**src/rtl/pg_pkg.sv**
```systemverilog
package pg_pkg;

    typedef enum logic [3:0] {
        RS_OFF       = 4'd0,
        RS_START_DLY = 4'd1,
        RS_SOFT      = 4'd2,
        RS_RAMP_UP   = 4'd3,
        RS_SETTLED   = 4'd4,
        RS_VCHANGE   = 4'd5,
        RS_STOP_DLY  = 4'd6,
        RS_RAMP_DN   = 4'd7,
        RS_PROT_OFF  = 4'd8
    } rail_phase_e;

    typedef enum logic [1:0] {
        MON_NONE     = 2'b00,
        MON_VOLT     = 2'b01,
        MON_VCUR     = 2'b10,
        MON_VCUR_ALT = 2'b11
    } mon_mode_e;

    function automatic logic current_watched(input logic [1:0] sel);
        return (sel == MON_VCUR) || (sel == MON_VCUR_ALT);
    endfunction

    typedef struct packed {
        logic good;
        logic fault;
    } pg_out_t;

endpackage

```
**src/rtl/pg_fault_classify.sv**
```systemverilog
module pg_fault_classify
    import pg_pkg::*;
(
    input  logic       uv,
    input  logic       ov,
    input  logic       ilim,
    input  logic       win_both,
    input  logic [1:0] mon_sel,
    output logic       invalid
);

    logic volt_bad;
    logic cur_bad;

    always_comb begin
        volt_bad = uv | (win_both & ov);
        cur_bad  = current_watched(mon_sel) & ilim;
        invalid  = volt_bad | cur_bad;
    end

endmodule

```
**src/rtl/pg_debounce.sv**
```systemverilog
module pg_debounce #(
    parameter int INV_CYC      = 350,
    parameter int VAL_FAST_CYC = 550,
    parameter int VAL_SLOW_CYC = 5000
) (
    input  logic clk,
    input  logic rst_n,
    input  logic run,
    input  logic invalid,
    input  logic slow_sel,
    output logic ok_d
);

    localparam int MAX_A = (INV_CYC > VAL_FAST_CYC) ? INV_CYC : VAL_FAST_CYC;
    localparam int MAX_C = (MAX_A > VAL_SLOW_CYC) ? MAX_A : VAL_SLOW_CYC;
    localparam int CW    = (MAX_C > 1) ? $clog2(MAX_C + 1) : 1;
    localparam logic [CW-1:0] INV_LIM  = CW'(INV_CYC - 1);
    localparam logic [CW-1:0] FAST_LIM = CW'(VAL_FAST_CYC - 1);
    localparam logic [CW-1:0] SLOW_LIM = CW'(VAL_SLOW_CYC - 1);
    localparam logic [CW-1:0] TOP_LIM  = CW'(MAX_C - 1);

    typedef struct packed {
        logic          ok;
        logic [CW-1:0] cnt;
    } dbn_t;

    dbn_t          st_d;
    dbn_t          st_q;
    logic [CW-1:0] lim;
    logic          disagree;

    always_comb begin
        st_d     = st_q;
        lim      = st_q.ok ? INV_LIM : (slow_sel ? SLOW_LIM : FAST_LIM);
        disagree = (st_q.ok == invalid);
        if (!run) begin
            st_d.ok  = 1'b0;
            st_d.cnt = '0;
        end else if (disagree) begin
            if (st_q.cnt >= lim) begin
                st_d.ok  = ~st_q.ok;
                st_d.cnt = '0;
            end else begin
                st_d.cnt = st_q.cnt + 1'b1;
            end
        end else begin
            st_d.cnt = '0;
        end
        ok_d = st_d.ok;
    end

    always_ff @(posedge clk) begin
        if (!rst_n) begin
            st_q <= '{ok: 1'b0, cnt: '0};
        end else begin
            st_q <= st_d;
        end
    end

    // the run counter never passes the longest filter limit
    a_r8_cnt_bound: assert property (@(posedge clk) disable iff (!rst_n)
        st_q.cnt <= TOP_LIM);

    // a good filter with a clean input stays good
    a_r8_clean_holds: assert property (@(posedge clk) disable iff (!rst_n)
        (run && st_q.ok && !invalid) |=> st_q.ok);

    // leaving the settled phase clears the filter
    a_r4_idle_clear: assert property (@(posedge clk) disable iff (!rst_n)
        !run |=> (!st_q.ok && st_q.cnt == '0));

endmodule

```
**src/rtl/pg_phase_gate.sv**
```systemverilog
module pg_phase_gate
    import pg_pkg::*;
(
    input  logic [3:0] rail_state,
    input  logic [1:0] mon_sel,
    input  logic       irq_pending,
    input  logic       filt_ok,
    output logic       run,
    output logic       good_d
);

    logic phase_good;

    always_comb begin
        run = (rail_state == RS_SETTLED);
        case (rail_state)
            RS_OFF, RS_STOP_DLY, RS_RAMP_DN: phase_good = 1'b1;
            RS_SETTLED:                      phase_good = filt_ok;
            RS_PROT_OFF:                     phase_good = ~irq_pending;
            default:                         phase_good = 1'b0;
        endcase
        good_d = (mon_sel == MON_NONE) | phase_good;
    end

endmodule

```
**src/rtl/pg_rail_qualifier.sv**
```systemverilog
module pg_rail_qualifier
    import pg_pkg::*;
#(
    parameter int INV_CYC      = 350,
    parameter int VAL_FAST_CYC = 550,
    parameter int VAL_SLOW_CYC = 5000
) (
    input  logic       clk,
    input  logic       rst_n,
    input  logic [3:0] rail_state,
    input  logic [1:0] mon_sel,
    input  logic       win_both,
    input  logic       slow_valid,
    input  logic       irq_pending,
    input  logic       uv_flag,
    input  logic       ov_flag,
    input  logic       ilim_flag,
    output logic       rail_good,
    output logic       fault_pulse
);

    logic    invalid;
    logic    run;
    logic    filt_ok;
    logic    good_d;
    pg_out_t out_d;
    pg_out_t out_q;

    pg_fault_classify u_classify (
        .uv       (uv_flag),
        .ov       (ov_flag),
        .ilim     (ilim_flag),
        .win_both (win_both),
        .mon_sel  (mon_sel),
        .invalid  (invalid)
    );

    pg_debounce #(
        .INV_CYC      (INV_CYC),
        .VAL_FAST_CYC (VAL_FAST_CYC),
        .VAL_SLOW_CYC (VAL_SLOW_CYC)
    ) u_debounce (
        .clk      (clk),
        .rst_n    (rst_n),
        .run      (run),
        .invalid  (invalid),
        .slow_sel (slow_valid),
        .ok_d     (filt_ok)
    );

    pg_phase_gate u_gate (
        .rail_state  (rail_state),
        .mon_sel     (mon_sel),
        .irq_pending (irq_pending),
        .filt_ok     (filt_ok),
        .run         (run),
        .good_d      (good_d)
    );

    always_comb begin
        out_d.good  = good_d;
        out_d.fault = out_q.good & ~good_d;
    end

    always_ff @(posedge clk) begin
        if (!rst_n) begin
            out_q <= '{good: 1'b0, fault: 1'b0};
        end else begin
            out_q <= out_d;
        end
    end

    assign rail_good   = out_q.good;
    assign fault_pulse = out_q.fault;

    a_r2_none_forces_good: assert property (@(posedge clk) disable iff (!rst_n)
        (mon_sel == 2'b00) |=> rail_good);

    a_r3_quiet_phase_good: assert property (@(posedge clk) disable iff (!rst_n)
        (rail_state == 4'd0 || rail_state == 4'd6 || rail_state == 4'd7) |=> rail_good);

    a_r4_ramp_phase_bad: assert property (@(posedge clk) disable iff (!rst_n)
        (mon_sel != 2'b00 && (rail_state == 4'd1 || rail_state == 4'd2 ||
         rail_state == 4'd3 || rail_state == 4'd5 || rail_state > 4'd8)) |=> !rail_good);

    a_r5_prot_pending_bad: assert property (@(posedge clk) disable iff (!rst_n)
        (mon_sel != 2'b00 && rail_state == 4'd8 && irq_pending) |=> !rail_good);

    a_r7_ignored_flags: assert property (@(posedge clk) disable iff (!rst_n)
        (rail_state == 4'd4 && rail_good && !uv_flag && !(win_both && ov_flag) &&
         !((mon_sel == 2'b10 || mon_sel == 2'b11) && ilim_flag)) |=> rail_good);

    a_r9_fault_single: assert property (@(posedge clk) disable iff (!rst_n)
        fault_pulse |=> !fault_pulse);

    a_r9_fault_on_fall: assert property (@(posedge clk) disable iff (!rst_n)
        $fell(rail_good) |-> fault_pulse);

    a_r9_fault_only_fall: assert property (@(posedge clk) disable iff (!rst_n)
        fault_pulse |-> (!rail_good && $past(rail_good)));

endmodule

```
**config.mk**
```make
export PLATFORM = sky130hd
export DESIGN_NAME = pg_rail_qualifier
export DESIGN_NICKNAME = d
export VERILOG_FILES = /design/src/rtl/pg_pkg.sv /design/src/rtl/pg_fault_classify.sv /design/src/rtl/pg_debounce.sv /design/src/rtl/pg_phase_gate.sv /design/src/rtl/pg_rail_qualifier.sv
export SDC_FILE = /design/constraint.sdc
export NUM_CORES = 1
export LEC_CHECK = 0
export ABC_CLOCK_PERIOD_IN_PS = 4400
export BUFFER_PORTS_ARGS = -buffer_cell sky130_fd_sc_hd__buf_2
export CAP_MARGIN = 20
export CORE_MARGIN = 5
export CORE_UTILIZATION = 55
export DETAILED_ROUTE_END_ITERATION = 10
export PLACE_DENSITY = 0.89
export SLEW_MARGIN = 10
export SYNTH_ARGS = -nofsm -noshare
export SYNTH_HDL_FRONTEND = slang
export SYNTH_HIERARCHICAL = 1
export SYNTH_SLANG_ARGS = --single-unit
export TNS_END_PERCENT = 100
```
**constraint.sdc**
```tcl
create_clock -name clk -period 4.4 [get_ports clk]
set_input_delay 0.22 -clock clk [delete_from_list [all_inputs] [get_ports clk]]
set_output_delay 0.22 -clock clk [all_outputs]
set_load 0.02 [all_outputs]
```
==> results by stage, run 1 <==
Yosys:
- The number of warnings reported in the yosys synthesis log is 6.
- The count of flip-flops with a built-in enable after synthesis is 0.
- In this run the mean area of a mapped cell was 8.76 um2.
- Synthesis handed over a netlist of 108 instances.
- The share of async-settable or async-resettable flops after synthesis is 0.
- The number of synthesized register bits is 16.
- The number of library cell types mapped by synthesis is 32.
- The area of the mapped netlist is 946 um2.
- Among all flip-flop cells after synthesis, the most frequent one is sky130_fd_sc_hd__dfxtp_1.
- The net count of the mapped netlist is 132.
- The share of the Yosys chip area taken by registers is 0.339.

Timing:
- Setup repair after global routing left no endpoint under its margin.
- The number of max-slew violations in the final report came to 0.
- The final hold violation count was 0.
- At the pin with the least slew margin, the transition time is 0.531 ns.
- Of the available clock period, the critical path in the final layout requires 0.598.
- Setup violations remaining at the end of the flow were counted as 0.
- After layout, the worst setup slack is 1.77 ns.
- For this run, the top clock speed supported by timing is 380 MHz.
- The smallest clock period supported by the final layout is computed as 2.63 ns.
- The final clock skew is 0.00588 ns.
- The relative max-transition margin is 0.637.
- In the final timing run, aggregate negative setup slack is 0 ns.
- Hold is met by 0.177 ns.

Cells and area:
- The leading cell type in the layout, fill and taps excluded is sky130_fd_sc_hd__nor2_1.
- The layout cell share with drive strength beyond 1 is 0.206.
- Leaving out fill and tap cells, the most frequent cells in the layout are sky130_fd_sc_hd__nor2_1, sky130_fd_sc_hd__dfxtp_1, sky130_fd_sc_hd__buf_2, sky130_fd_sc_hd__ha_1, sky130_fd_sc_hd__nand2_1.
- The post-route cell area is 1070 um2.
- The antenna diode instance count is 0.
- The layout-stage area growth over the synthesis result is 12.8%.
- The count of nets after finishing is 151.

Clocking:
- The worst-skew pair later-pin latency is 0.30 ns.
- The buffer levels on the longest clock path is 2.
- TritonCTS built the clock tree.
- The number of gates resized after CTS was 0.
- Buffers added to address setup during post-CTS repair amount to 0.
- The cell sitting at the root of the clock tree is a sky130_fd_sc_hd__clkbuf_4.
- After clock tree synthesis, the clock-pin slew on the worst setup and hold paths is 0.10 ns.
- For this design, the sink count on the clock tree is 16.
- The CTS buffer count is 3.
- After clock tree synthesis, the flow added hold-fix buffers numbering 0.
- The deepest level of the CTS H-tree is 1.

Routing:
- Dividing the detail-routed wire length by the instance count gives 13.9 um.
- Once detail routing completed, the nets flagged for antenna violations numbered 0.
- In the routed layout, each cell is associated on average with a via count of 5.76.
- The number of vias in the routed layout is 824.
- The overall routed net length is 1990 um.
- The initial detailed-routing violation count is 9.
- In the routed design, unresolved DRC markers number 0.
- The first-pass iteration count of the detailed router is 4.

Global route:
- The global router's overall resource usage is 0.181.
- The number of antenna violations at the first check in global routing came to 0.
- Entering global routing, the biggest net connects 14 pins.
- The first-pass GRT wire length is 3470 um.
- The via count of the first global-routing pass was 818.
- Global routing finished with a remaining overflow of 0.

Worst setup path:
- The kind of cell adding the most delay to the critical path is simple AND/OR/NAND/NOR gates.
- The signal on the critical path passes through inv_1 -> nand2_1 -> ha_1 -> nand2_1 -> or4_1 -> a31oi_1 -> nor4_1 -> mux2i_1 -> a21oi_1 -> o31ai_2 -> and3b_1.
- STA classifies the critical path endpoint as a register.
- The maximum single-stage delay on the critical path is 0.49 ns.
- The standard cell with the maximum stage delay on the critical path is sky130_fd_sc_hd__or4_1.
- In this run the worst path has a maximum fanout of 5.
- For the worst setup path, the data required time is 4.60 ns.
- The number of buffers and inverters on the critical path is 1.
- Data on the critical path arrives at its endpoint at 2.83 ns.
- The most frequent cell on the critical path is sky130_fd_sc_hd__nand2_1.
- The classification of the worst setup path is reg2reg.
- The sort of element at the start of the critical path is a register.

Floorplanning:
- The placement row count is 15.
- The number of primary I/O pins is 16.
- The width of the die is 51.5 um.
- The effective utilization at floorplan is 0.560.
- The vertical die dimension is 51.5 um.
- The core outline area is 1690 um2.
- The floorplan die area is 2650 um2.

Place:
- The placed wire-length estimate is 1610 um.
- Timing analysis after detailed placement gives a worst setup slack of 1.78 ns.
- The total of buffers placed on input and output ports is 15.
- In this run the cell area measured after placement is 1030 um2.
- The final weighted congestion in routability-driven placement is 0.855.

Power and ir drop:
- Across the VDD grid, the largest voltage drop is 0.197 mV.
- The power per cell area is 249 nW/um2.
- The design draws 0.000266 W.
- In this run the static leakage power is 0.442 nW.

Hold path:
- The class of the worst hold path is in2reg.

Flow run:
- Max-cap violations in this run came to 0.

Status:
- The flow ran to the end, and the final reports show no timing, DRC or antenna violations.
## cell families (layout without fill, tap and decap cells)
logic type | Yosys count | in the layout | share of synthesized area
buffers and inverters | 6 | 24 | 0.0317
AOI/OAI and AO/OA | 11 | 11 | 0.0926
xor gates and xnor gates | 12 | 12 | 0.111
DFF | 16 | 16 | 0.339
muxes | 2 | 2 | 0.0225
adders and majority gates | 10 | 10 | 0.132
and+or+nand+nor | 51 | 51 | 0.271
## cell usage after synthesis, drive strengths merged (2+ instances only)
| cell | instances | area (um2) |
|---|---|---|
| nand3 | 4 | 20.0 |
| xor2 | 7 | 61.3 |
| dfxtp | 16 | 320 |
| and3 | 3 | 18.8 |
| a21oi | 3 | 18.8 |
| nand4 | 6 | 37.5 |
| nor2 | 20 | 75.1 |
| xnor2 | 5 | 43.8 |
| inv | 5 | 18.8 |
| nand2 | 8 | 30.0 |
| nor4 | 2 | 12.5 |
| a31oi | 2 | 12.5 |
| ha | 10 | 125 |
## per-stage QoR
stage,instances,utilization
floorplan,108,-
global placement,139,0.610
detailed placement,139,0.610
CTS,143,0.632
global route,143,0.632
finish,143,0.632
## layer usage
layer	global-route usage	share of wire	up-vias
li1	-	-	419
met2	0.288	0.48	26
met5	0	0	-
met3	0.0379	0.061	6
met4	0.148	0.039	0
met1	0.204	0.42	373
## state kept, by name, indices dropped and copies added, names as in the netlist
name	cells
fault_pulse	1
u_debounce/st_q	14
rail_good	1
## area by class of cell
type / count / area [um2]
repair buffers: 15 / 75.1
multi-input cells: 86 / 596
flip-flops and latches: 16 / 320
well taps: 17 / 21.3
inverters: 5 / 18.8
fillers: 160 / 622
clock buffers: 4 / 36.3
## path summary, 6_finish.rpt
check / startpoint / to / slack (ns) / cells past startpoint
hold reg to reg: u_debounce/st_q[0] / u_debounce/st_q[0] / 0.48 / 1
setup / recovery: u_debounce/st_q[13] / fault_pulse / 1.77 / 11
hold / removal: rst_n / rail_good / 0.18 / 2
setup reg to reg: u_debounce/st_q[13] / fault_pulse / 1.77 / 11
## report_power, final
| group | switching (W) | internal (W) |
|---|---|---|
| clock network | 0.0000493 | 0.0000505 |
| registers | 0.000000332 | 0.000146 |
| logic | 0.00000982 | 0.00000987 |
| total | 0.0000594 | 0.000206 |
Power figures use the tool's default switching activity.
==> inputs of run 2 (changes only) <==
- ABC_CLOCK_PERIOD_IN_PS: 4400 -> 2300
- CORE_ASPECT_RATIO: unset -> 1.4
- CORE_UTILIZATION: 55 -> 48
- PLACE_DENSITY: 0.89 -> 0.84
- clock period: 4.4 -> 2.3 ns (I/O delays scaled with it)
==> results by stage, run 2 (synthesized netlist as in run 1, its figures left out) <==
Global route:
- The via count of the first global-routing pass is 1005 (+23%).
- The aggregate global routing overflow came to 0 (unchanged).
- The pin count of the biggest net entering global routing is 14 (unchanged).
- The number of antenna violations at the first check in global routing is 0 (unchanged).
- The global router's overall resource usage was 0.192 (+0.0111).
- The first-pass GRT wire length is 4230 um (+22%).

Cells and area:
- The layout cell share with drive strength beyond 1 was 0.384 (+0.178).
- The count of nets after finishing is 163 (+7.9%).
- The number of fill cells came to 144 (-10%).
- The library cell used most frequently in the layout, excluding fill and tap cells, is sky130_fd_sc_hd__nor2_1.
- The number of flip-flops in the largest register is 14 (unchanged).
- In the layout the commonest cells are sky130_fd_sc_hd__nor2_1, sky130_fd_sc_hd__dfxtp_1, sky130_fd_sc_hd__buf_2, sky130_fd_sc_hd__buf_4, sky130_fd_sc_hd__xor2_1.
- The largest register by flop count is u_debounce/st_q.
- From synthesis to final layout, the design area changed by 37.6%.
- The non-filler instance count after layout was 159 (+11%).
- The antenna diode instance count is 0 (unchanged).

Status:
- The final reports fail on setup timing.
- The run finished, with violations left.

Worst setup path:
- Broken down by cell family, the worst path's largest delay share belongs to simple AND/OR/NAND/NOR gates.
- The kind of end point of the critical path is a register.
- The number of buffer and inverter stages on the critical path is 1 (unchanged).
- In this run the critical register-to-register path is launched from u_debounce/st_q[13].
- The arrival time of data at the critical path endpoint was 2.61 ns (-0.22 ns).
- The signal on the critical path passes through inv_2 -> nand2_4 -> ha_4 -> nand2_2 -> or4_4 -> a31oi_4 -> nor4_4 -> mux2i_1 -> a21oi_1 -> o31ai_2 -> and3b_1.
- The maximum single-stage delay on the critical path is 0.49 ns (about the same).
- The data required time at the worst endpoint was 2.50 ns (-2.10 ns).
- The setup slack of the worst register-to-register path is -0.11 ns (-1.88 ns).
- The cell depth of the worst flop-to-flop path was 11 (unchanged).
- By startpoint and endpoint, the worst setup path is classified as reg2reg.
- The sort of element at the start of the critical path is a register.
- The standard cell with the maximum stage delay on the critical path is sky130_fd_sc_hd__or4_4.
- The maximum fanout count along the critical path is 3 (-2).
- The worst register-to-register path ends at fault_pulse.

Place:
- The total of buffers placed on input and output ports came to 15 (unchanged).
- The placed wire-length estimate is 1800 um (+12%).
- The total instance count after detailed placement is 152 (+9.4%).
- The final weighted congestion in routability-driven placement is 0.769 (-10%).

Timing:
- The maximum operating frequency came to 415 MHz (+9.1%).
- The final clock skew is 0.00382 ns (-0.00206 ns).
- The number of max-slew violations in the final report is 0 (unchanged).
- Setup repair after global routing could not meet its margin everywhere.
- The relative max-transition margin is 0.685 (+0.0478).
- The worst-case setup margin in the final layout is -0.112 ns (-1.88 ns).
- The final hold violation count is 0 (unchanged).
- The final critical-path required period is 2.41 ns (-0.220 ns).
- The final cycle utilization of the critical path is 1.05 (+0.451).
- The total of endpoints with negative setup slack in the final report is 2 (+2).
- The slew at the pin with the worst max-slew slack was 0.466 ns (-0.0645 ns).

Flow run:
- The number of max-capacitance violations reported is 0 (unchanged).

Hold path:
- The worst hold path begins at rst_n.
- The cell depth of the worst hold path came to 2 (unchanged).
- The endpoint of the worst hold path is rail_good.
- The class of the worst hold path is in2reg.

Clocking:
- The deepest level of the CTS H-tree is 1 (unchanged).
- The buffer levels on the longest clock path is 2 (unchanged).
- The TritonCTS sink count is 16 (unchanged).
- The clock transition at the registers of the reported paths is 0.09 ns (about the same).
- The CTS buffer count is 3 (unchanged).
- The number of buffers added to fix hold violations after cts is 0 (unchanged).
- The worst-skew pair later-pin latency was 0.30 ns (about the same).
- TritonCTS built the clock tree.
- Clock tree synthesis selected as its root buffer the cell sky130_fd_sc_hd__clkbuf_4.

Routing:
- The residual DRC count is 0 (unchanged).
- The initial detailed-routing violation count is 5 (-4).
- The routed length per instance is 15.4 um (+11%).
- The routed via count divided by cell count is 5.77 (+0.20%).
- The first-pass iteration count of the detailed router is 4 (unchanged).
- The number of vias in the routed layout is 918 (+11%).
- The overall routed net length came to 2440 um (+23%).
- The post-route antenna net violation count came to 0 (unchanged).

Power and ir drop:
- The power per cell area is 396 nW/um2 (+59%).
- The total design power is 0.000516 W (+94%).
- The leakage power summed over all cells was 0.513 nW (+16%).
- The peak supply drop is 0.326 mV (+66%).

Floorplanning:
- The vertical die dimension is 62.5 um (+21%).
- The core outline area was 1930 um2 (+14%).
- The placement row count was 19 (+4).
- The floorplan die area is 2970 um2 (+12%).
- The width of the die is 47.5 um (-7.7%).
- The effective utilization at floorplan is 0.491 (-0.0688).
- The number of primary I/O pins is 16 (unchanged).
==> run 2: layout make-up <==
cell class / count / area (um2) / share of cell area
multi-input combinational: 86 / 733 / 0.563
clock buffer: 4 / 36.3 / 0.0279
sequential: 16 / 322 / 0.247
timing repair buffer: 27 / 165 / 0.127
tap: 21 / 26.3 / 0.0202
inverter: 5 / 18.8 / 0.0144
==> run 2: worst register-to-register path: stages, from the launching register on <==
cell,delay [ns]
sky130_fd_sc_hd__dfxtp_2,0.35
sky130_fd_sc_hd__inv_2,0.10
sky130_fd_sc_hd__nand2_4,0.09
sky130_fd_sc_hd__ha_4,0.28
sky130_fd_sc_hd__nand2_2,0.05
sky130_fd_sc_hd__or4_4,0.49
sky130_fd_sc_hd__a31oi_4,0.20
sky130_fd_sc_hd__nor4_4,0.08
sky130_fd_sc_hd__mux2i_1,0.15
sky130_fd_sc_hd__a21oi_1,0.09
sky130_fd_sc_hd__o31ai_2,0.22
sky130_fd_sc_hd__and3b_1,0.21
==> run 2: layer usage <==
metal / wire (um) / global-route usage / share of wire / vias up
met5: 0 / 0 / 0 / -
met4: 96 / 0.0900 / 0.039 / 0
met3: 135 / 0.0548 / 0.055 / 9
met2: 1340 / 0.331 / 0.55 / 28
met1: 875 / 0.197 / 0.36 / 438
li1: - / - / - / 443
==> run 2: repair_timing <==
| item | CTS | global route |
|---|---|---|
| pin swaps | 6 | 0 |
| gates resized for setup | 9 | 4 |
| endpoints found under the setup margin | 2 | 3 |
| setup buffers | 2 | 1 |
==> run 2: stage by stage <==
stage | cell area [um2] | hold WS (ns) | setup TNS, ns | setup slack (ns) | utilization
5_1_grt | 1300 | 0.0497 | -0.377 | -0.216 | 0.676
4_1_cts | 1260 | 0.0638 | -0.0967 | -0.0943 | 0.654
3_3_place_gp | 1150 | 0.371 | -0.0402 | -0.0402 | 0.596
6_report | 1300 | 0.0637 | -0.133 | -0.112 | 0.676
3_5_place_dp | 1150 | 0.380 | -0.197 | -0.142 | 0.596
2_1_floorplan | 990 | 0.257 | 0 | 0.00431 | -
==> run 2: how the worst max path moves through the flow <==
stage,from,to,cells after the start
2_1_floorplan,u_debounce/st_q[13],fault_pulse,11
3_3_place_gp,u_debounce/st_q[13],fault_pulse,11
3_5_place_dp,u_debounce/st_q[13],fault_pulse,11
4_1_cts,u_debounce/st_q[13],fault_pulse,10
5_1_grt,u_debounce/st_q[13],fault_pulse,11
6_report,u_debounce/st_q[13],fault_pulse,11
==> run 2: report_power, final <==
group          internal, W  switching [W]  total [W]  leakage, nW
Clock            0.0000967      0.0000936   0.000190       0.0210
Sequential        0.000279     0.00000104   0.000280        0.130
Combinational    0.0000237      0.0000222  0.0000459        0.363
